[src/rtl/bpar_pkg.sv]
package bpar_pkg;
    localparam int unsigned BYTE_W = 8;

    typedef enum logic {
        RD_IDLE = 1'b0,
        RD_HOLD = 1'b1
    } rd_state_e;
endpackage

[src/rtl/bpar_gen.sv]
module bpar_gen #(
    parameter int unsigned W = 8
) (
    input  logic [W-1:0] data_i,
    input  logic         invert_i,
    output logic         par_o
);
    // odd parity by default; invert_i flips to even
    always_comb begin
        par_o = ~(^data_i) ^ invert_i;
    end
endmodule

[src/rtl/bpar_check.sv]
module bpar_check #(
    parameter int unsigned W = 8
) (
    input  logic [W-1:0] data_i,
    input  logic         par_i,
    output logic         bad_o
);
    // a good lane holds an odd count of ones over data and parity
    always_comb begin
        bad_o = ~(^{data_i, par_i});
    end
endmodule

[src/rtl/bpar_unit.sv]
module bpar_unit
    import bpar_pkg::*;
#(
    parameter int unsigned DATA_W = 16,
    parameter int unsigned LANE_W = BYTE_W
) (
    input  logic                     clk_i,
    input  logic                     rst_ni,
    input  logic                     wr_valid_i,
    input  logic [DATA_W-1:0]        wr_data_i,
    input  logic [DATA_W/LANE_W-1:0] wr_be_i,
    input  logic                     wrong_par_i,
    output logic [DATA_W-1:0]        arr_wdata_o,
    output logic [DATA_W/LANE_W-1:0] arr_wpar_o,
    output logic [DATA_W/LANE_W-1:0] arr_we_o,
    input  logic                     cycle_i,
    input  logic                     rd_valid_i,
    input  logic [DATA_W-1:0]        arr_rdata_i,
    input  logic [DATA_W/LANE_W-1:0] arr_rpar_i,
    input  logic                     err_en_i,
    output logic [DATA_W-1:0]        rd_data_o,
    output logic                     rd_drive_o,
    output logic                     err_pulse_o,
    output logic [DATA_W/LANE_W-1:0] err_lane_o,
    output logic                     bus_perr_o
);
    localparam int unsigned LANES = DATA_W / LANE_W;

    typedef struct packed {
        logic [DATA_W-1:0] wdata;
        logic [LANES-1:0]  wpar;
        logic [LANES-1:0]  we;
        logic [DATA_W-1:0] rdata;
        rd_state_e         rstate;
        logic              pulse;
        logic [LANES-1:0]  elane;
        logic              perr;
    } regs_t;

    regs_t q, d;

    logic [LANES-1:0] gen_par;
    logic [LANES-1:0] lane_bad;
    logic             rd_take;

    for (genvar l = 0; l < LANES; l++) begin : g_lane
        bpar_gen #(.W(LANE_W)) i_gen (
            .data_i   (wr_data_i[l*LANE_W +: LANE_W]),
            .invert_i (wrong_par_i),
            .par_o    (gen_par[l])
        );
        bpar_check #(.W(LANE_W)) i_check (
            .data_i (arr_rdata_i[l*LANE_W +: LANE_W]),
            .par_i  (arr_rpar_i[l]),
            .bad_o  (lane_bad[l])
        );
    end

    always_comb begin
        d       = q;
        d.we    = '0;
        d.pulse = 1'b0;
        rd_take = rd_valid_i && cycle_i;

        for (int l = 0; l < LANES; l++) begin
            if (wr_valid_i && wr_be_i[l]) begin
                d.wdata[l*LANE_W +: LANE_W] = wr_data_i[l*LANE_W +: LANE_W];
                d.wpar[l]                   = gen_par[l];
                d.we[l]                     = 1'b1;
            end
        end

        if (rd_take) begin
            d.rdata  = arr_rdata_i;
            d.rstate = RD_HOLD;
            d.pulse  = |lane_bad;
            d.elane  = lane_bad;
            if (err_en_i && (|lane_bad)) begin
                d.perr = 1'b1;
            end
        end else if (!cycle_i) begin
            d.rstate = RD_IDLE;
            d.perr   = 1'b0;
        end
    end

    always_ff @(posedge clk_i or negedge rst_ni) begin
        if (!rst_ni) begin
            q <= '0;
        end else begin
            q <= d;
        end
    end

    assign arr_wdata_o = q.wdata;
    assign arr_wpar_o  = q.wpar;
    assign arr_we_o    = q.we;
    assign rd_data_o   = q.rdata;
    assign rd_drive_o  = (q.rstate == RD_HOLD);
    assign err_pulse_o = q.pulse;
    assign err_lane_o  = q.elane;
    assign bus_perr_o  = q.perr;
endmodule

[config.mk]
export PLATFORM = sky130hd
export DESIGN_NAME = bpar_unit
export DESIGN_NICKNAME = d
export VERILOG_FILES = /design/src/rtl/bpar_pkg.sv /design/src/rtl/bpar_gen.sv /design/src/rtl/bpar_check.sv /design/src/rtl/bpar_unit.sv
export SDC_FILE = /design/constraint.sdc
export NUM_CORES = 1
export LEC_CHECK = 0
export ABC_AREA = 1
export BUFFER_PORTS_ARGS = -buffer_cell sky130_fd_sc_hd__buf_4
export CORE_AREA = 4 4 96 53
export DETAILED_ROUTE_END_ITERATION = 12
export DIE_AREA = 0 0 100 57
export PLACE_DENSITY = 0.82
export SYNTH_ARGS = -nofsm -noshare
export SYNTH_HDL_FRONTEND = slang
export SYNTH_HIERARCHICAL = 1
export SYNTH_SLANG_ARGS = --single-unit
[constraint.sdc]
create_clock -name clk_i -period 0.91 [get_ports clk_i]
set_input_delay 0.091 -clock clk_i [delete_from_list [all_inputs] [get_ports clk_i]]
set_output_delay 0.091 -clock clk_i [all_outputs]
set_load 0.05 [all_outputs]
Word-level counts from Yosys, hierarchy flattened:

Index checks and enable logic that the tools add are counted.

* register bits after elaboration: 41
* input port bits: 43
* output and inout port bits: 41
* logic and storage cells: 35

* equal/unequal tests: 2
* multiplexer cells: 7
* bitwise logic cells: 6
* reduce and logical (&&, ||, !) cells: 10

Operators by type and width (number)
* parity 9 bit: 2
* parity 8 bit: 2
* two-way mux 1 bit: 6
* logical AND 1 bit: 4
* != test 2 x 1 -> 1 bit (second input constant): 2
* inverter 1 bit: 4
* two-way mux 3 bit: 1
* AND reduction 2 bit: 1
* OR reduction 2 bit: 1
* bitwise XOR 1 bit: 2

Depth between registers and ports, before layout:

* depth in word-level cells: 6
* mapped depth: 13
* gate-level depth less buffers: 13

Modules after synthesis:

The synthesis kept the hierarchy.

Modules (own cells, without submodules)
* bpar_unit: instances 1, cells an instance 165, area an instance 1540.2 µm², sequential area each 1026.0 µm²
* bpar_check: instances 2, cells an instance 37, area an instance 152.6 µm², sequential area each 0.0 µm²
* bpar_gen: instances 2, cells an instance 37, area an instance 152.6 µm², sequential area each 0.0 µm²

Worst setup path after synthesis:

No wires, ideal clock.

* path kind: input to register
* from: in arr_rpar_i[0]
* to: reg q (netlist bit bus_perr_o)
* library setup time: 0.118 ns
* arrival: 0.734 ns
* required time: 0.792 ns
* path slack: 0.058 ns
* stages on the path: 13
* buffers on the path: 0
* cell sequence: inv_1 > nand2_2 > nand2_1 > nand2_2 > nand2_1 > nand2_1 > nand2_1 > nand2_1 > nand2_1 > inv_1 > nand2_1 > nand3_1 > nand2_1

* longest elaborated chain between the ends: 6

RTL lines
* start: declaration: RTL line bpar_unit.sv:19 `input logic [DATA_W/LANE_W-1:0] arr_rpar_i,`
* parity 9 bit: RTL line bpar_check.sv:10 `bad_o = ~(^{data_i, par_i});`
* inverter 1 bit: RTL line bpar_check.sv:10
* net lane_bad[0]: RTL line bpar_unit.sv:43 `logic [LANES-1:0] lane_bad;`
* OR reduction 2 bit: RTL line bpar_unit.sv:78 `if (err_en_i && (|lane_bad)) begin`
* logical AND 1 bit: RTL line bpar_unit.sv:78
* != test 2 x 1 -> 1 bit (no line)
* AND reduction 2 bit (no line)
* end signal: assignment: RTL line bpar_unit.sv:89 `q <= '0;`
* end signal: assignment: RTL line bpar_unit.sv:91 `q <= d;`
* end: declaration: RTL line bpar_unit.sv:40 `regs_t q, d;`

The timed path passes the listed nets, and every way through them passes these cells.
A chain may end at the register's enable or synchronous reset.

Final worst setup path:

* from: reg q (netlist bit arr_wdata_o[12])
* to: out arr_wdata_o[12]

RTL lines
* end: declaration: RTL line bpar_unit.sv:13 `output logic [DATA_W-1:0] arr_wdata_o,`

No word-level cell between the ends.

==> summary.md <==
| Metric | Value |
|---|---|
| Routed len/inst | `12.1 um` |
| Htree depth | `2` |
| Most frequent cells in the layout | `nand2_1 (197), buf_4 (66), dfrtp_1 (41), buf_6 (41), inv_1 (33)` |
| Avg Inst Size Synth | `6.87 um2` |
| Synth unique cells | `13` |
| P_leak | `2.03 nW` |
| Post-Synthesis Cells | `313` |
| Proportion of synthesized area in mux cells | `0%` |
| Vias per inst | `4.60` |
| R2R Setup Slk | `40 ps` |
| Drt pass-1 iters | `5` |
| Die height | `57 um` |
| Worst VDD drop | `0.988 mV` |
| WL final | `5.89 mm` |
| Placed Area | `0.00286 mm2` |
| Via count | `2,239` |
| CP endpoint kind | `output port` |
| CTS root buf | `clkbuf_8` |
| Setup violators final | `41` |
| Layout Skew | `0 ps` |
| Max incr delay on CP | `420 ps` |
| Die W | `100 um` |
| Pin slew with the least headroom to its limit | `223 ps` |
| CTS sink count | `41` |
| Final total power | `0.00595 W` |
| Clock transition at path regs | `80 ps` |
| RSZ-0062 raised after global routing | `true` |
| Max Slew Vio Count | `0` |
| Initial antenna violation count | `0` |
| CTS tree | `done` |
| Largest family of logic cells by synthesized area | `simple AND/OR/NAND/NOR gates` |
| Simple-gate share of the synthesized area | `40.8%` |
| 1st-iter DRT viols | `45` |
| Most common cell after layout, fill and taps aside | `nand2_1` |
| Mapped cell area | `0.00215 mm2` |
| PwrDens | `1800 mW/mm2` |
| Ports | `84` |
| Filler Cells Inserted | `308` |
| Vias in the first global route | `2,122` |
| Clk_lat worst skew | `290 ps` |
| Share of layout cells above drive strength 1 | `31.6%` |
| Std cell rows | `17` |
| Setup crit start kind | `register` |
| Die Footprint | `0.00570 mm2` |
| Req. time, crit path | `820 ps` |
| Post-Syn Nets | `356` |
| Crit Path Category | `reg2out` |
| Overflow after GRT | `0` |
| Flops & latches, synth | `41` |
| Final WS setup | `-65.9 ps` |
| Top cell family by delay on the critical path | `flip-flops` |
| Worst R2R End | `rd_drive_o` |
| First-pass GRT wire length | `9.63 mm` |
| Max-cap violations | `0` |
| HPWL Detailed | `4.21 mm` |
| Core Area | `0.00423 mm2` |
| Failing checks | `negative setup slack` |
| Crit share post-route | `107%` |
| Hold Crit Class | `in2reg` |
| Worst r2r path cells | `4` |
| Worst rel slew slack | `85.2%` |
| Placer Congestion | `0.743` |
| Total of warnings raised by yosys | `6` |
| Routed Antenna Nets | `0` |
| DRC | `0` |
| Post-Layout Inst Area | `0.00331 mm2` |
| Synth Area in XOR/XNOR | `1.63%` |
| Initial Utilization | `50.8%` |
| Sequential element share of the synthesized area | `47.7%` |
| Minimum clock period | `976 ps` |
| Antenna Cells | `0` |
| Compound-Gate Fraction of Synth Area | `0.698%` |
| Adder-Cell Fraction of Synth Area | `0%` |
| Largest net degree at the start of global routing | `42` |
| Fin. Hold Viols | `0` |
| Status | `finished with violations` |
| Critical-path cell list | `buf_6` |
| Total track usage | `21.1%` |
| Hold Slack | `10.6 ps` |
| Area Overhead vs Synth | `53.9%` |
| Worst r2r src | `rd_drive_o` |
| Start point of the critical path | `arr_wdata_o[12]` |
| Layout Nets | `472` |
| Max Buffers Root-to-Sink | `2` |
| Worst setup endpoint | `arr_wdata_o[12]` |
| Worst path bufs/invs | `1` |
| WP data arrival | `880 ps` |
| CP Max Fanout | `2` |
| Inserted Clock Buffers | `5` |
| Slowest CP cell | `dfrtp_1` |
| CP Depth | `1` |
| Max Freq | `1.02 GHz` |
| IO Port Bufs | `83` |
[cells by family after synthesis]
| group | Yosys count |
|---|---|
| and+or+nand+nor | 221 |
| buffers and inverters | 44 |
| DFF | 41 |
| xor gates and xnor gates | 4 |
| AOI/OAI and AO/OA | 3 |
[state kept, by name, summed over array words and instances (netlist names)]
register / count
err_lane_o: 2
err_pulse_o: 1
arr_wdata_o: 16
arr_we_o: 2
rd_drive_o: 1
arr_wpar_o: 2
bus_perr_o: 1
rd_data_o: 16
[worst min path at each step]
stage	start	end	slack, ps	cells past startpoint
final	wr_data_i[7]	arr_wdata_o[7]	10	3
after global routing	arr_rdata_i[5]	rd_data_o[5]	10	3
after CTS	wr_data_i[7]	arr_wdata_o[7]	5	3
after detailed placement	rst_ni	rd_data_o[0]	70	2
after global placement	rst_ni	rd_data_o[3]	60	2
after floorplan	rst_ni	arr_wdata_o[0]	-200	0
[synthesized netlist by cell type, drive strengths merged]
| cell type | n | share of area [%] |
|---|---|---|
| nand2 | 208 | 38 |
| inv | 41 | 7.4 |
| dfrtp | 41 | 48 |
| xor2 | 4 | 1.6 |
| nand3 | 13 | 3.0 |
| a21oi | 1 | 0.23 |
| o21ai | 2 | 0.47 |
| buf | 3 | 1.7 |
[stage by stage]
stage | utilization, % | TNS [ps] | std cells | setup WS [ps]
floorplan | - | 0 | 313 | 57.9
global placement | 67.5 | -262 | 455 | -132
detailed placement | 67.5 | -380 | 455 | -160
CTS | 76.8 | -1570 | 480 | -71.2
global route | 78.2 | -2620 | 487 | -95.3
finish | 78.2 | -1200 | 487 | -65.9
[layout make-up]
cell class	instances	area, um2	area share [%]
Clock buffer	7	96.3	2.91
Clock inverter	1	5.00	0.151
Inverter	41	159	4.80
Multi-Input combinational cell	228	936	28.3
Sequential cell	41	1030	31.0
Tap cell	57	71.3	2.15
Timing Repair Buffer	112	1020	30.7
[metal layers]
layer | share of wire (%) | routed length (um) | GRT usage [%] | vias up
met5 | 0 | 0 | 0 | -
met3 | 8.0 | 471 | 6.47 | 5
met1 | 46 | 2690 | 28.6 | 1019
met4 | 0.39 | 23 | 4.22 | 0
li1 | - | - | - | 1146
met2 | 46 | 2700 | 33.7 | 69
[timing repair]
item,4_1_cts,5_1_grt
resized for setup,41,2
endpoints found under the setup margin,41,42
setup buffers,13,7
hold buffers,4,0
endpoints found under the hold margin,44,0
[where the power goes]
part,internal [W],switching [W]
combinational,0.000937,0.00147
clock,0.000686,0.000629
sequential,0.00205,0.000178
total,0.00368,0.00227
(Power assumes the default switching activity.)
